===== config.mk =====
export PLATFORM = sky130hd
export DESIGN_NAME = ir_run_sampler
export DESIGN_NICKNAME = d
export VERILOG_FILES = /design/src/rtl/ir_sampler_pkg.sv /design/src/rtl/ir_input_stage.sv /design/src/rtl/ir_run_tracker.sv /design/src/rtl/ir_byte_port.sv /design/src/rtl/ir_run_sampler.sv
export SDC_FILE = /design/constraint.sdc
export NUM_CORES = 1
export LEC_CHECK = 0
export ABC_AREA = 1
export ABC_CLOCK_PERIOD_IN_PS = 10650
export CORE_AREA = 10 10 123 125
export CTS_CLUSTER_SIZE = 28
export DETAILED_ROUTE_END_ITERATION = 16
export DIE_AREA = 0 0 133 135
export GPL_ROUTABILITY_DRIVEN = 1
export SETUP_SLACK_MARGIN = 0.4
export SYNTH_ARGS = -nofsm -noshare
export SYNTH_HDL_FRONTEND = slang
export SYNTH_HIERARCHICAL = 1
export SYNTH_SLANG_ARGS = --single-unit

===== constraint.sdc =====
create_clock -name clk_i -period 10.65 [get_ports clk_i]
set_input_delay 1.5975 -clock clk_i [delete_from_list [all_inputs] [get_ports clk_i]]
set_output_delay 1.5975 -clock clk_i [all_outputs]
set_load 0.01 [all_outputs]

===== src/rtl/ir_sampler_pkg.sv =====
package ir_sampler_pkg;
  localparam int unsigned LEN_W   = 7;
  localparam int unsigned RUN_MAX = 1 << LEN_W;

  typedef enum logic {
    ST_IDLE   = 1'b0,
    ST_ACTIVE = 1'b1
  } trk_state_e;

  typedef struct packed {
    logic             pulse;
    logic [LEN_W-1:0] len_m1;
  } run_byte_t;
endpackage


===== src/rtl/ir_input_stage.sv =====
module ir_input_stage #(
  parameter int unsigned SYNC_STAGES = 2
) (
  input  logic clk_i,
  input  logic rst_ni,
  input  logic en_i,
  input  logic ir_i,
  input  logic tick_i,
  input  logic invert_i,
  output logic smp_vld_o,
  output logic smp_lvl_o
);
  logic [SYNC_STAGES-1:0] sync_q;
  logic                   line_s;
  logic                   smp_vld_q, smp_lvl_q;

  generate
    if (SYNC_STAGES == 1) begin : g_one
      always_ff @(posedge clk_i or negedge rst_ni)
        if (!rst_ni) sync_q <= '0;
        else         sync_q <= ir_i;
    end else begin : g_chain
      always_ff @(posedge clk_i or negedge rst_ni)
        if (!rst_ni) sync_q <= '0;
        else         sync_q <= {sync_q[SYNC_STAGES-2:0], ir_i};
    end
  endgenerate

  assign line_s = sync_q[SYNC_STAGES-1];

  always_ff @(posedge clk_i or negedge rst_ni) begin
    if (!rst_ni) begin
      smp_vld_q <= 1'b0;
      smp_lvl_q <= 1'b0;
    end else begin
      smp_vld_q <= tick_i & en_i;
      if (tick_i) smp_lvl_q <= line_s ^ invert_i;
    end
  end

  assign smp_vld_o = smp_vld_q;
  assign smp_lvl_o = smp_lvl_q;
endmodule


===== src/rtl/ir_run_tracker.sv =====
module ir_run_tracker
  import ir_sampler_pkg::*;
#(
  parameter int unsigned NOISE_W = 6,
  parameter int unsigned IDLE_W  = 8
) (
  input  logic              clk_i,
  input  logic              rst_ni,
  input  logic              en_i,
  input  logic              smp_vld_i,
  input  logic              smp_lvl_i,
  input  logic [NOISE_W-1:0] noise_thr_i,
  input  logic [IDLE_W-1:0] idle_thr_i,
  output logic              emit_vld_o,
  output run_byte_t         emit_byte_o,
  output logic              end_o
);
  localparam int unsigned CAND_W = NOISE_W + 1;
  localparam int unsigned CNT_W  = (LEN_W > CAND_W ? LEN_W : CAND_W) + 2;
  localparam int unsigned TOT_W  = IDLE_W;

  trk_state_e        state_q, state_d;
  logic              cur_q, cur_d;
  logic [CNT_W-1:0]  cnt_q, cnt_d, n_cnt;
  logic [CAND_W-1:0] cand_q, cand_d, cand_inc;
  logic [TOT_W-1:0]  tot_q, tot_d, n_tot;
  logic              cand_hit, changed;
  logic              ev_vld_q, ev_vld_d, end_q, end_d;
  run_byte_t         ev_byte_q, ev_byte_d;

  function automatic logic [TOT_W-1:0] sat_add(logic [TOT_W-1:0] a, logic [CAND_W-1:0] b);
    logic [TOT_W+CAND_W:0] s;
    s = (TOT_W+CAND_W+1)'(a) + (TOT_W+CAND_W+1)'(b);
    if (s > (TOT_W+CAND_W+1)'({TOT_W{1'b1}})) return '1;
    return s[TOT_W-1:0];
  endfunction

  assign cand_inc = cand_q + 1'b1;
  assign cand_hit = cand_inc > CAND_W'(noise_thr_i);

  always_comb begin
    state_d   = state_q;
    cur_d     = cur_q;
    cnt_d     = cnt_q;
    cand_d    = cand_q;
    tot_d     = tot_q;
    ev_vld_d  = 1'b0;
    ev_byte_d = '0;
    end_d     = 1'b0;
    n_cnt     = cnt_q;
    n_tot     = tot_q;
    changed   = 1'b0;
    if (!en_i) begin
      state_d = ST_IDLE;
      cur_d   = 1'b0;
      cnt_d   = '0;
      cand_d  = '0;
      tot_d   = '0;
    end else if (smp_vld_i) begin
      unique case (state_q)
        ST_IDLE: begin
          if (smp_lvl_i) begin
            if (cand_hit) begin
              state_d = ST_ACTIVE;
              cur_d   = 1'b1;
              cnt_d   = CNT_W'(cand_inc);
              tot_d   = '0;
              cand_d  = '0;
            end else begin
              cand_d = cand_inc;
            end
          end else begin
            cand_d = '0;
          end
        end
        default: begin
          if (smp_lvl_i != cur_q) begin
            if (cand_hit) begin
              changed          = 1'b1;
              ev_vld_d         = cnt_q != '0;
              ev_byte_d.pulse  = cur_q;
              ev_byte_d.len_m1 = LEN_W'(cnt_q - 1'b1);
              cur_d            = smp_lvl_i;
              cnt_d            = CNT_W'(cand_inc);
              cand_d           = '0;
              tot_d            = smp_lvl_i ? '0 : sat_add('0, cand_inc);
            end else begin
              cand_d = cand_inc;
            end
          end else begin
            // pending samples of a rejected change join the current run
            n_cnt  = cnt_q + CNT_W'(cand_inc);
            n_tot  = cur_q ? tot_q : sat_add(tot_q, cand_inc);
            cand_d = '0;
          end
          if (!changed) begin
            if (n_cnt >= CNT_W'(RUN_MAX)) begin
              ev_vld_d         = 1'b1;
              ev_byte_d.pulse  = cur_q;
              ev_byte_d.len_m1 = '1;
              cnt_d            = n_cnt - CNT_W'(RUN_MAX);
              tot_d            = n_tot;
            end else if (!cur_q && idle_thr_i != '0 && n_tot >= idle_thr_i) begin
              ev_vld_d         = n_cnt != '0;
              ev_byte_d.pulse  = 1'b0;
              ev_byte_d.len_m1 = LEN_W'(n_cnt - 1'b1);
              end_d            = 1'b1;
              state_d          = ST_IDLE;
              cur_d            = 1'b0;
              cnt_d            = '0;
              cand_d           = '0;
              tot_d            = '0;
            end else begin
              cnt_d = n_cnt;
              tot_d = n_tot;
            end
          end
        end
      endcase
    end
  end

  always_ff @(posedge clk_i or negedge rst_ni) begin
    if (!rst_ni) begin
      state_q   <= ST_IDLE;
      cur_q     <= 1'b0;
      cnt_q     <= '0;
      cand_q    <= '0;
      tot_q     <= '0;
      ev_vld_q  <= 1'b0;
      ev_byte_q <= '0;
      end_q     <= 1'b0;
    end else begin
      state_q   <= state_d;
      cur_q     <= cur_d;
      cnt_q     <= cnt_d;
      cand_q    <= cand_d;
      tot_q     <= tot_d;
      ev_vld_q  <= ev_vld_d;
      ev_byte_q <= ev_byte_d;
      end_q     <= end_d;
    end
  end

  assign emit_vld_o  = ev_vld_q;
  assign emit_byte_o = ev_byte_q;
  assign end_o       = end_q;
endmodule


===== src/rtl/ir_byte_port.sv =====
module ir_byte_port
  import ir_sampler_pkg::*;
(
  input  logic      emit_vld_i,
  input  run_byte_t emit_byte_i,
  input  logic      end_i,
  output logic      byte_vld_o,
  output logic [7:0] byte_o,
  output logic      pkt_end_o
);
  assign byte_vld_o = emit_vld_i;
  assign byte_o     = emit_vld_i ? 8'(emit_byte_i) : 8'h00;
  assign pkt_end_o  = end_i;
endmodule


===== src/rtl/ir_run_sampler.sv =====
module ir_run_sampler
  import ir_sampler_pkg::*;
#(
  parameter int unsigned NOISE_W     = 6,
  parameter int unsigned IDLE_W      = 8,
  parameter int unsigned SYNC_STAGES = 2
) (
  input  logic               clk_i,
  input  logic               rst_ni,
  input  logic               glb_en_i,
  input  logic               rx_en_i,
  input  logic               ir_i,
  input  logic               tick_i,
  input  logic               invert_i,
  input  logic [NOISE_W-1:0] noise_thr_i,
  input  logic [IDLE_W-1:0]  idle_thr_i,
  output logic               byte_vld_o,
  output logic [7:0]         byte_o,
  output logic               pkt_end_o
);
  logic      en;
  logic      smp_vld, smp_lvl;
  logic      emit_vld, emit_end;
  run_byte_t emit_byte;

  assign en = glb_en_i & rx_en_i;

  ir_input_stage #(.SYNC_STAGES(SYNC_STAGES)) u_in (
    .clk_i, .rst_ni, .en_i(en), .ir_i, .tick_i, .invert_i,
    .smp_vld_o(smp_vld), .smp_lvl_o(smp_lvl)
  );

  ir_run_tracker #(.NOISE_W(NOISE_W), .IDLE_W(IDLE_W)) u_trk (
    .clk_i, .rst_ni, .en_i(en), .smp_vld_i(smp_vld), .smp_lvl_i(smp_lvl),
    .noise_thr_i, .idle_thr_i,
    .emit_vld_o(emit_vld), .emit_byte_o(emit_byte), .end_o(emit_end)
  );

  ir_byte_port u_out (
    .emit_vld_i(emit_vld), .emit_byte_i(emit_byte), .end_i(emit_end),
    .byte_vld_o, .byte_o, .pkt_end_o
  );
endmodule


Word-level counts from Yosys, hierarchy flattened --
Index checks and enable logic that the tools add are counted.
Word-level totals: output and inout port bits 10, flip-flop bits (word level) 40, logic and storage cells 139, input port bits 21
Operators by class: reduce and logical (&&, ||, !) cells 9, bitwise gates (word level) 3, eq/ne operators 6, mux-type cells 98, order comparisons 5, add/subtract/negate cells 6
Operators by type and width (number):
- $mux 8 | 29
- $mux 9 | 13
- $mux 7 | 9
- $mux 1 | 47
- $reduce_bool 9->1 | 2
- $gt 16x8->1 const B | 1
- $sub 7x1->7 const B | 2
- $add 8x7->9 | 1
- $add 9x7->9 | 1
- $ge 9x8->1 const B | 1
- $sub 9x8->9 const B | 1
- $ge 8x8->1 | 1
- $gt 7x8->1 const B | 1
- $reduce_bool 8->1 | 1
- $add 7x1->7 const B | 1
- $gt 7x6->1 | 1
- $ne 3x2->1 const B | 2
- $reduce_and 3->1 | 2
- $reduce_and 5->1 | 1
- $ne 4x4->1 const B | 1
- $ne 3x1->1 const B | 1
- $and 1x1->1 | 2
- $logic_and 1x1->1 | 2
- $ne 2x2->1 const B | 1
- other kinds (3) | 3

Longest topological paths before layout --
Gate-level depths: netlist of the first run.
depth after elaboration 22, mapped depth 26

By module --
The synthesis of the first run kept the hierarchy.
Modules (own cells, without submodules):
- ir_run_tracker | times used 1, area each 3534.6 µm², sequential area each 900.9 µm², cells each 518
- ir_input_stage | times used 1, area each 138.9 µm², sequential area each 100.1 µm², cells each 14
- ir_byte_port | times used 1, area each 80.1 µm², sequential area each 0.0 µm², cells each 19
- ir_run_sampler | times used 1, area each 7.5 µm², sequential area each 0.0 µm², cells each 2

Worst setup path after synthesis of the first run --
Ideal clock, no wire load.
path type register to register, start point register u_trk.cand_q[0], end point register u_trk.cand_q[0], data required time 10577 ps, period minus slack after synthesis 3590 ps, stages on the path, launching flop included 25, setup time 73 ps, arrival time 3517 ps, slack 7060 ps, path buffers 0, cell sequence dfrtp_1 > ha_1 > nand4_1 > nor2_2 > xor2_2 > inv_1 > ha_1 > nand2_1 > nor2_1 > a21oi_1 > nand2_1 > inv_1 > nor2_1 > nand3b_1 > ha_1 > a21oi_1 > o21a_1 > nand3_1 > nand2_1 > clkinv_1 > nand3_4 > nand2_2 > nand2_2 > nand2_4 > a21oi_2
On the way: longest elaborated chain between the ends 22, elaborated cells on any way between the ends 37
Ends and longest elaborated chain:
- start, declared | RTL line ir_run_tracker.sv:25 | logic [CAND_W-1:0] cand_q, cand_d, cand_inc;
- start signal, assigned | RTL line ir_run_tracker.sv:137 | cand_q <= cand_d;
- $add 7x1->7 (*) | RTL line ir_run_tracker.sv:38 | assign cand_inc = cand_q + 1'b1;
- $add 8x7->9 | RTL line ir_run_tracker.sv:33 | s = (TOT_W+CAND_W+1)'(a) + (TOT_W+CAND_W+1)'(b);
- $gt 16x8->1 | RTL line ir_run_tracker.sv:34 | if (s > (TOT_W+CAND_W+1)'({TOT_W{1'b1}})) return '1;
- $mux 1 | RTL line ir_run_tracker.sv:34
- $mux 1 | RTL line ir_run_tracker.sv:77 | if (smp_lvl_i != cur_q) begin
- $mux 1 | RTL line ir_run_tracker.sv:60 | unique case (state_q)
- $mux 1 | RTL line ir_run_tracker.sv:59 | end else if (smp_vld_i) begin
- $mux 1 | RTL line ir_run_tracker.sv:53 | if (!en_i) begin
- (+6 left out)
- $ge 8x8->1 | RTL line ir_run_tracker.sv:103 | end else if (!cur_q && idle_thr_i != '0 && n_tot >= idle_thr_i) begin
- $logic_and 1x1->1 | RTL line ir_run_tracker.sv:103
- $mux 7 | RTL line ir_run_tracker.sv:103
- $mux 7 | RTL line ir_run_tracker.sv:97 | if (n_cnt >= CNT_W'(RUN_MAX)) begin
- $mux 7 | RTL line ir_run_tracker.sv:96 | if (!changed) begin
- $mux 7 (*) | RTL line ir_run_tracker.sv:60
- $mux 7 (*) | RTL line ir_run_tracker.sv:59
- $mux 7 (*) | RTL line ir_run_tracker.sv:53
Mark *: on every way between the ends. The rest lies on a longest branch, timed or not. The select of a mux whose other input is x is not followed. A chain may end at the register's enable or synchronous reset.

Worst setup path in the final report of the first run --
start point register u_trk.cand_q[0], end point register u_trk.cand_q[5]
The elaborated chain is that of the path after synthesis.

==> results of run 1 <==
## final cells by class
type	instances	area share, %
clock buffers	5	2.87
flip-flops and latches	40	23.0
inverters	105	9.05
well taps	172	4.94
multi-input cells	399	53.1
repair buffers	30	6.78
clock inverters	2	0.287
## cells by family (layout without fill, tap and decap cells)
logic type | count (synthesis) | after routing | share of synthesized area, %
AND/OR/NAND/NOR | 257 | 257 | 31.4
buffers and inverters | 114 | 142 | 11.9
AO/OA/AOI/OAI | 94 | 94 | 14.8
flip-flops | 40 | 40 | 26.6
adder cells (fa/ha/maj) | 35 | 35 | 12.0
XOR/XNOR | 13 | 13 | 3.23
## sequential cells by signal (all words and copies together), names as in the netlist
register and cells:
u_trk/tot_q 8, u_trk/emit_vld_o 1, u_trk/end_o 1, u_trk/cnt_q 9
u_in/smp_lvl_o 1, u_in/smp_vld_o 1, u_trk/cand_q 7, u_trk/cur_q 1
u_trk/emit_byte_o 8, u_trk/state_q 1, u_in/sync_q 2
## routing by layer
layer  track usage [%]  vias up  routed length (um)
li1                  -     1843                   -
met1              14.7     1788                4840
met2              23.0       95                5440
met3              2.08       23                 477
met4              4.22        2                 252
met5                 0        -                   7
## worst max-delay path: stages (launching register included)
cell	delay [ns]
dfrtp_1	0.44
ha_1	0.24
nand4_1	0.14
nor2_2	0.16
xor2_2	0.36
inv_1	0.17
ha_1	0.36
nand2_1	0.09
nor2_1	0.13
a21oi_1	0.05
nand2_1	0.11
inv_1	0.06
nor2_1	0.20
nand3b_1	0.19
ha_1	0.26
a21oi_1	0.16
o21a_1	0.14
nand3_1	0.07
nand2_1	0.15
clkinv_1	0.32
nand3_4	0.27
nand2_2	0.07
nand2_2	0.08
nand2_4	0.09
o21ai_2	0.13
## synthesized netlist by cell type, drive strengths merged, types with 2 or more instances
master | number | area, sq um
nand2 | 155 | 627
inv | 103 | 387
o21ai | 45 | 251
nor2 | 43 | 194
dfrtp | 40 | 1000
nand3 | 35 | 205
ha | 33 | 413
a21oi | 26 | 138
nand4 | 16 | 100
xor2 | 11 | 104
o211ai | 7 | 52.6
buf | 6 | 41.3
nand3b | 5 | 37.5
o22ai | 5 | 31.3
a22oi | 4 | 30.0
clkbuf | 3 | 11.3
clkinv | 2 | 7.51
fa | 2 | 40.0
nor4 | 2 | 12.5
o21bai | 2 | 15.0
xnor2 | 2 | 17.5
## stage by stage
stage	instances	instance area, sq um	hold slack, ns	worst slack [ns]
final	753	4360	0.360	6.12
after global routing	753	4360	0.368	5.76
after floorplan	553	3760	0.331	7.06
after detailed placement	746	4220	0.345	5.94
after global placement	746	4220	0.338	5.95
after CTS	753	4360	0.360	6.23
## power groups by stage
stage               sequential, mW  clock [mW]  combinational, mW
finish                       0.174       0.147              0.204
floorplan                    0.171           0              0.148
global route                 0.175       0.156              0.237
detailed placement           0.176           0              0.202
CTS                          0.173       0.151              0.204
global placement             0.176           0              0.199
## worst min-delay path by stage
stage	startpoint	endpoint	slack, ns	cells after the start
floorplan	u_in/sync_q[0]	u_in/sync_q[1]	0.33	0
global placement	u_in/sync_q[0]	u_in/sync_q[1]	0.34	0
detailed placement	u_in/sync_q[0]	u_in/sync_q[1]	0.34	0
CTS	u_in/sync_q[0]	u_in/sync_q[1]	0.36	0
global route	u_in/sync_q[0]	u_in/sync_q[1]	0.37	0
finish	u_in/sync_q[0]	u_in/sync_q[1]	0.36	0
==> results.yml, run 1 <==
power_and_ir_drop:
  comb_power_share_pct: 38.9
  cellLeakagePower_nw: 2.36
  seq_power_share_pct: 33.1
  p_sw_mw: 0.211
  finalPower_mw: 0.524
  sw_frac_of_total_pct: 40.3
  ir_worst_vdd_v: 0.0000540
  p_int_mw: 0.313
  power_density_nw_per_um2: 120
  p_clk_share_pct: 28.0
cells_and_area:
  final_common_cell: "nand2_1"
  regArea_sq_um: 1000
  utilization_pct: 34.7
  fillers: 1371
  antenna_cells: 0
  layout.nets: 637
  layout_common_cells: "145 x nand2_1, 97 x inv_1, 40 x dfrtp_1, 36 x nor2_1, 34 x o21ai_0"
  multi_input_area_sq_um: 2310
  drive_gt1_share_pct: 7.92
  area_delta_synth_final_pct: 15.8
yosys:
  ys_types: 40
  postSynthCellCount: 553
  yosys_warnings: 6
  syn_area_sq_um: 3760
  synthArstFlopShare_pct: 100
  synth_edf_count: 0
  syn_nets: 609
  avgSynthCellArea_sq_um: 6.80
  ys_ff_latch: 40
  synthFlopType: "dfrtp_1"
  synth-seq-area-share_pct: 26.6
floorplan:
  io_pins: 31
  die_area_sq_um: 18000
  rows: 41
  core-area_sq_um: 12600
  die_w_um: 133
  die_y_um: 135
  initial_core_util_pct: 29.9
global_route:
  grt_pass1_vias: 3864
  grt_pass1_wl_um: 18900
  grt_usage_pct: 12.7
  antenna_found_initial: 1
  grt-ovfl-total: 0
  grt_max_degree: 41
clocking:
  tritoncts: "built"
  hold_buffers: 0
  post_cts_buffers: 0
  cts_sinks: 40
  worstSkewPairLatency_ns: 0.29
  htreeDepth: 2
  cts.clk_slew.worst_paths_ns: 0.06
  numCtsBuffers: 5
  cts_root_buf: "clkbuf_16"
  clockBufferDepth: 2
  cts_resized: 0
sta:
  min_period_ns: 4.53
  maxSlewViolCount: 0
  worstMarginPinSlew_ns: 0.949
  slew-limit-headroom_pct: 36.7
  max_freq_ghz: 0.221
  rsz0062_at_grt: "no"
  tns_ns: 0
  finalCritPeriodShare_pct: 42.5
  finalClockSkew_ns: 0.0100
  hold_viol: 0
  setup_viol: 0
route:
  viasPerCell: 4.98
  ant_nets: 0
  wire_per_inst_um: 14.6
  drc: 0
  first_pass_iters: 5
  drt_iter0_markers: 351
  vias: 3751
  wl_um: 11000
hold_path:
  hold_class: "register to register"
outcome:
  status: "finished, final reports clean"
critical_path:
  critPathKind: "register to register"
  crit_fanout: 10
  r2r_start: "u_trk/cand_q[0]"
  crit_path_start: "u_trk/cand_q[0]"
  cp-start-kind: "register"
  r2r-end: "u_trk/cand_q[5]"
  cp.arrival_ns: 4.74
  critPathCaptureType: "register"
  required_ns: 10.86
  reg2reg_depth: 24
  cp-endpoint: "u_trk/cand_q[5]"
  r2r_slack_ns: 6.12
job:
  cap_violations: 0
placement:
  port_buffers: 30
  hpwl_um: 8800
  place_congestion: 0.905
Power figures use the tool's default switching activity.
==> run 2: changes to the inputs <==
--- a/config.mk
+++ b/config.mk
@@ -6,7 +6,7 @@
 export NUM_CORES = 1
 export LEC_CHECK = 0
 export ABC_AREA = 1
-export ABC_CLOCK_PERIOD_IN_PS = 10650
+export ABC_CLOCK_PERIOD_IN_PS = 4500
 export CORE_AREA = 10 10 123 125
 export CTS_CLUSTER_SIZE = 28
 export DETAILED_ROUTE_END_ITERATION = 16
==> constraint.sdc (replaced) <==
create_clock -name clk_i -period 4.5 [get_ports clk_i]
set_input_delay 0.675 -clock clk_i [delete_from_list [all_inputs] [get_ports clk_i]]
set_output_delay 0.675 -clock clk_i [all_outputs]
set_load 0.01 [all_outputs]
==> results.yml, run 2 (synthesis gave the netlist of run 1 again) <==
outcome:
  status: "finished, final reports clean"
clocking:
  numCtsBuffers: 5
  hold_buffers: 0
  htreeDepth: 2
  cts_sinks: 40
  cts_root_buf: "clkbuf_16"
  clockBufferDepth: 2
  tritoncts: "built"
  cts.clk_slew.worst_paths_ns: 0.06
  worstSkewPairLatency_ns: 0.28
global_route:
  grt-ovfl-total: 0
  grt_max_degree: 41
  grt_usage_pct: 12.1
  grt_pass1_vias: 3585
  grt_pass1_wl_um: 18200
  antenna_found_initial: 0
cells_and_area:
  drive_gt1_share_pct: 11.4
  instances_no_fill: 766
  multi_input_area_sq_um: 2350
  layout.nets: 650
  final_common_cell: "nand2_1"
  antenna_cells: 0
  area_delta_synth_final_pct: 19.7
  layout_common_cells: "144 x nand2_1, 96 x inv_1, 39 x dfrtp_1, 34 x nor2_1"
  regMostFlops: "u_trk/cnt_q"
  regArea_sq_um: 1000
  largest_reg_flops: 9
  fillers: 1307
sta:
  finalClockSkew_ns: 0.00637
  hold_viol: 0
  maxSlewViolCount: 0
  tns_ns: 0
  min_period_ns: 3.87
  setup_viol: 0
  rsz0062_at_grt: "no"
  whs_ns: 0.347
  finalCritPeriodShare_pct: 85.9
  max_freq_ghz: 0.259
  slew-limit-headroom_pct: 37.4
  worstMarginPinSlew_ns: 0.939
power_and_ir_drop:
  cellLeakagePower_nw: 2.42
  power_density_nw_per_um2: 281
  finalPower_mw: 1.26
  ir_worst_vdd_v: 0.000163
placement:
  place_inst: 751
  hpwl_um: 8700
  place_congestion: 0.957
  port_buffers: 30
floorplan:
  die_y_um: 135
  die_w_um: 133
  core-area_sq_um: 12600
  rows: 41
  initial_core_util_pct: 29.9
  die_area_sq_um: 18000
  io_pins: 31
job:
  cap_violations: 0
critical_path:
  crit_path_max_incr_delay_ns: 0.43
  crit_slowest_cell: "dfrtp_1"
  critPathCaptureType: "register"
  cp.arrival_ns: 4.08
  cp_cell_sequence: "ha_4 > nand4_1 > nor2_2 > xor2_2 > inv_2 > ha_1 > nand2_1 > nor2_1 > a21oi_1 > nand2_1 > nor2_2 > nand2_1 > o21ai_1 > inv_1 > ha_1 > a21oi_1 > o21a_1 > nand3_1 > nand2_2 > clkinv_4 > buf_4 > nand2_4 > nand4_1 > nand2_1"
  crit_fanout: 9
  required_ns: 4.71
  cp-start-kind: "register"
  critPathKind: "register to register"
  cp_common_cell: "nand2_1"
route:
  viasPerCell: 4.82
  vias: 3693
  wire_per_inst_um: 14.2
  drc: 0
  drt_iter0_markers: 323
  wl_um: 10900
  first_pass_iters: 5
  ant_nets: 0
hold_path:
  hold_class: "register to register"
[run 2: worst paths after layout]
check	from	to	slack, ns	depth (start not counted)
worst max-delay path	u_trk/cand_q[1]	u_trk/tot_q[3]	0.63	24
worst min-delay path	u_in/sync_q[0]	u_in/sync_q[1]	0.35	0
worst max register to register	u_trk/cand_q[1]	u_trk/tot_q[3]	0.63	24
worst min register to register	u_in/sync_q[0]	u_in/sync_q[1]	0.35	0
max in group asynchronous	rst_ni	u_trk/cand_q[0]	3.30	1
min in group asynchronous	rst_ni	u_in/sync_q[0]	0.53	1
[run 2: report_power, final]
part	leakage (nW)	switching [mW]	internal (mW)	total (mW)
sequential	0.542	0.0339	0.380	0.414
clock	0.0657	0.139	0.201	0.340
combinational	1.82	0.329	0.180	0.509
total	2.42	0.502	0.761	1.26
[run 2: cell type report]
type,count,area share (%)
Multi-Input combinational cell,399,52.3
Sequential cell,40,22.3
Inverter,105,8.87
Timing Repair Buffer,43,8.73
Tap cell,172,4.78
Clock buffer,5,2.78
Clock inverter,2,0.278
[run 2: routing by layer]
metal | wire length [um] | track usage, % | vias to the layer above
met3 | 403 | 1.67 | 12
met5 | 0 | 0 | -
met4 | 125 | 2.75 | 0
li1 | - | - | 1875
met2 | 5280 | 21.0 | 92
met1 | 5080 | 15.6 | 1714
[run 2: timing repair]
action	in CTS	in global routing
setup buffers	1	7
resized for setup	3	10
pin swaps	1	1
setup endpoints to repair	29	31
[run 2: critical path: cells and delay by family (launching register included)]
kind | cells | cell delay, ns
buffers and inverters | 4 | 0.43
flip-flops | 1 | 0.43
adder cells (fa/ha/maj) | 3 | 0.80
XOR/XNOR | 1 | 0.26
AO/OA/AOI/OAI | 4 | 0.56
AND/OR/NAND/NOR | 12 | 1.30
[run 2: metrics by stage]
step                util (%)  setup slack, ns  cell area (sq um)
floorplan                  -            0.910               3760
finish                  35.8            0.633               4500
CTS                     35.1            0.419               4410
global placement        33.9            0.210               4260
detailed placement      33.9            0.128               4260
global route            35.8            0.318               4500
==> run 3: changes to the inputs <==
--- a/config.mk
+++ b/config.mk
@@ -12,6 +12,7 @@
 export DETAILED_ROUTE_END_ITERATION = 16
 export DIE_AREA = 0 0 133 135
 export GPL_ROUTABILITY_DRIVEN = 1
+export PLACE_DENSITY = 0.47
 export SETUP_SLACK_MARGIN = 0.4
 export SYNTH_ARGS = -nofsm -noshare
 export SYNTH_HDL_FRONTEND = slang
==> results.yml, run 3 (synthesis gave the netlist of run 1 again) <==
route:
  viasPerCell: 4.86
  wire_per_inst_um: 15.3
  drt_iter0_markers: 314
  first_pass_iters: 4
  ant_nets: 0
  wl_um: 11700
  drc: 0
  vias: 3735
critical_path:
  cp_common_cell: "nand2_2"
  crit_slowest_cell: "dfrtp_2"
  crit_path_max_incr_delay_ns: 0.41
  crit_fanout: 7
  cp.arrival_ns: 3.94
  required_ns: 4.67
  critPathCaptureType: "register"
  critPathKind: "register to register"
  r2r_slack_ns: 0.74
  cp_top_family: "simple AND/OR/NAND/NOR gates"
  path_buf_inv: 3
  cp-start-kind: "register"
power_and_ir_drop:
  p_clk_share_pct: 31.8
  sw_frac_of_total_pct: 38.4
  seq_power_share_pct: 30.0
  p_sw_mw: 0.525
  power_density_nw_per_um2: 298
  comb_power_share_pct: 38.2
  cellLeakagePower_nw: 2.44
  p_int_mw: 0.844
  ir_worst_vdd_v: 0.000148
sta:
  max_freq_ghz: 0.266
  worstMarginPinSlew_ns: 0.993
  tns_ns: 0
  finalClockSkew_ns: 0.0118
  rsz0062_at_grt: "no"
  hold_viol: 0
  maxSlewViolCount: 0
  slew-limit-headroom_pct: 33.8
  finalCritPeriodShare_pct: 83.6
  min_period_ns: 3.76
  setup_viol: 0
clocking:
  cts_sinks: 40
  tritoncts: "built"
  numCtsBuffers: 5
  worstSkewPairLatency_ns: 0.29
  clockBufferDepth: 2
  cts.clk_slew.worst_paths_ns: 0.07
  cts_root_buf: "clkbuf_16"
  htreeDepth: 2
cells_and_area:
  antenna_cells: 0
  largest_reg_flops: 9
  regMostFlops: "u_trk/cnt_q"
  utilization_pct: 36.5
  layout_common_cells: "143 x nand2_1, 95 x inv_1, 38 x dfrtp_1, 33 x nor2_1, 32 x nand3_1"
  drive_gt1_share_pct: 13.4
  layout.nets: 651
  final_common_cell: "nand2_1"
  area_delta_synth_final_pct: 22.1
floorplan:
  io_pins: 31
  initial_core_util_pct: 29.9
  rows: 41
  die_w_um: 133
  die_area_sq_um: 18000
  core-area_sq_um: 12600
  die_y_um: 135
placement:
  place_congestion: 0.920
  hpwl_um: 9290
  port_buffers: 30
global_route:
  antenna_found_initial: 0
  grt_max_degree: 41
  grt_usage_pct: 13.4
  grt_pass1_vias: 3703
  grt-ovfl-total: 0
  grt_pass1_wl_um: 19500
hold_path:
  hold_class: "register to register"
outcome:
  status: "finished, final reports clean"
job:
  cap_violations: 0
[run 3: changes by cell type in the layout (fill, tap and decap cells not counted), sizes merged]
cell,previous run,this run
clkinvlp,1,0
clkbuf,5,6
buf,14,15
bufinv,0,1
[run 3: area by class of cell]
cell class | count | area (sq um)
clock buffers | 6 | 139
clock inverters | 2 | 38.8
fillers | 1365 | 7980
inverters | 105 | 399
multi-input cells | 399 | 2390
flip-flops and latches | 40 | 1000
well taps | 172 | 215
repair buffers | 44 | 400
[run 3: worst register-to-register path, stage by stage (launching register included)]
cell	delay, ns
dfrtp_2	0.41
nand3_1	0.11
nand3b_1	0.24
xor2_2	0.25
inv_1	0.16
ha_4	0.27
a21oi_1	0.15
nor2_1	0.06
a21oi_1	0.14
nand2_2	0.10
nor2_2	0.12
nand2_1	0.07
o21ai_0	0.12
inv_1	0.08
ha_1	0.28
nand2_1	0.08
nor2_2	0.13
nand4_1	0.09
nand3_1	0.11
nand2_2	0.11
clkinv_4	0.11
nand3_4	0.13
nand2_2	0.09
nand2_2	0.06
nand2_4	0.12
o21ai_2	0.06
[run 3: metrics by stage]
| stage | total power, mW | instances | worst slack [ns] | cell area (sq um) | hold slack, ns |
|---|---|---|---|---|---|
| final | 1.37 | 768 | 0.738 | 4590 | 0.349 |
| after global routing | 1.48 | 768 | 0.438 | 4590 | 0.358 |
| after CTS | 1.36 | 762 | 0.465 | 4470 | 0.352 |
| after detailed placement | 0.918 | 754 | 0.0825 | 4280 | 0.337 |
| after global placement | 0.915 | 754 | 0.191 | 4280 | 0.339 |
| after floorplan | 0.755 | 553 | 0.910 | 3760 | 0.331 |
[run 3: routing by layer]
layer / share of wire [%] / track usage [%] / wire, um
met5: 0 / 0 / 0
met4: 1.6 / 4.77 / 185
met3: 3.5 / 2.15 / 412
met2: 48 / 22.3 / 5670
met1: 47 / 17.1 / 5460
[run 3: timing repair]
action                     in CTS  in global routing
pin swaps                       0                  3
hold buffers                    0                  0
resized for setup               4                 20
setup endpoints to repair      31                 33
buffers inserted                0                  6
[run 3: power groups by stage]
stage	Sequential (mW)	Clock [mW]	Combinational [mW]
6_report	0.411	0.435	0.523
3_5_place_dp	0.419	0	0.498
4_1_cts	0.413	0.447	0.502
5_1_grt	0.413	0.466	0.597
2_1_floorplan	0.404	0	0.351
3_3_place_gp	0.419	0	0.497
[run 3: final timing paths]
kind	start	endpoint	cells after the start
hold reg to reg	u_in/sync_q[0]	u_in/sync_q[1]	0
hold / removal	u_in/sync_q[0]	u_in/sync_q[1]	0
max in group asynchronous	rst_ni	u_trk/cand_q[0]	1
setup / recovery	u_trk/cand_q[2]	u_trk/cand_q[1]	25
setup reg to reg	u_trk/cand_q[2]	u_trk/cand_q[1]	25
min in group asynchronous	rst_ni	u_trk/cand_q[2]	1
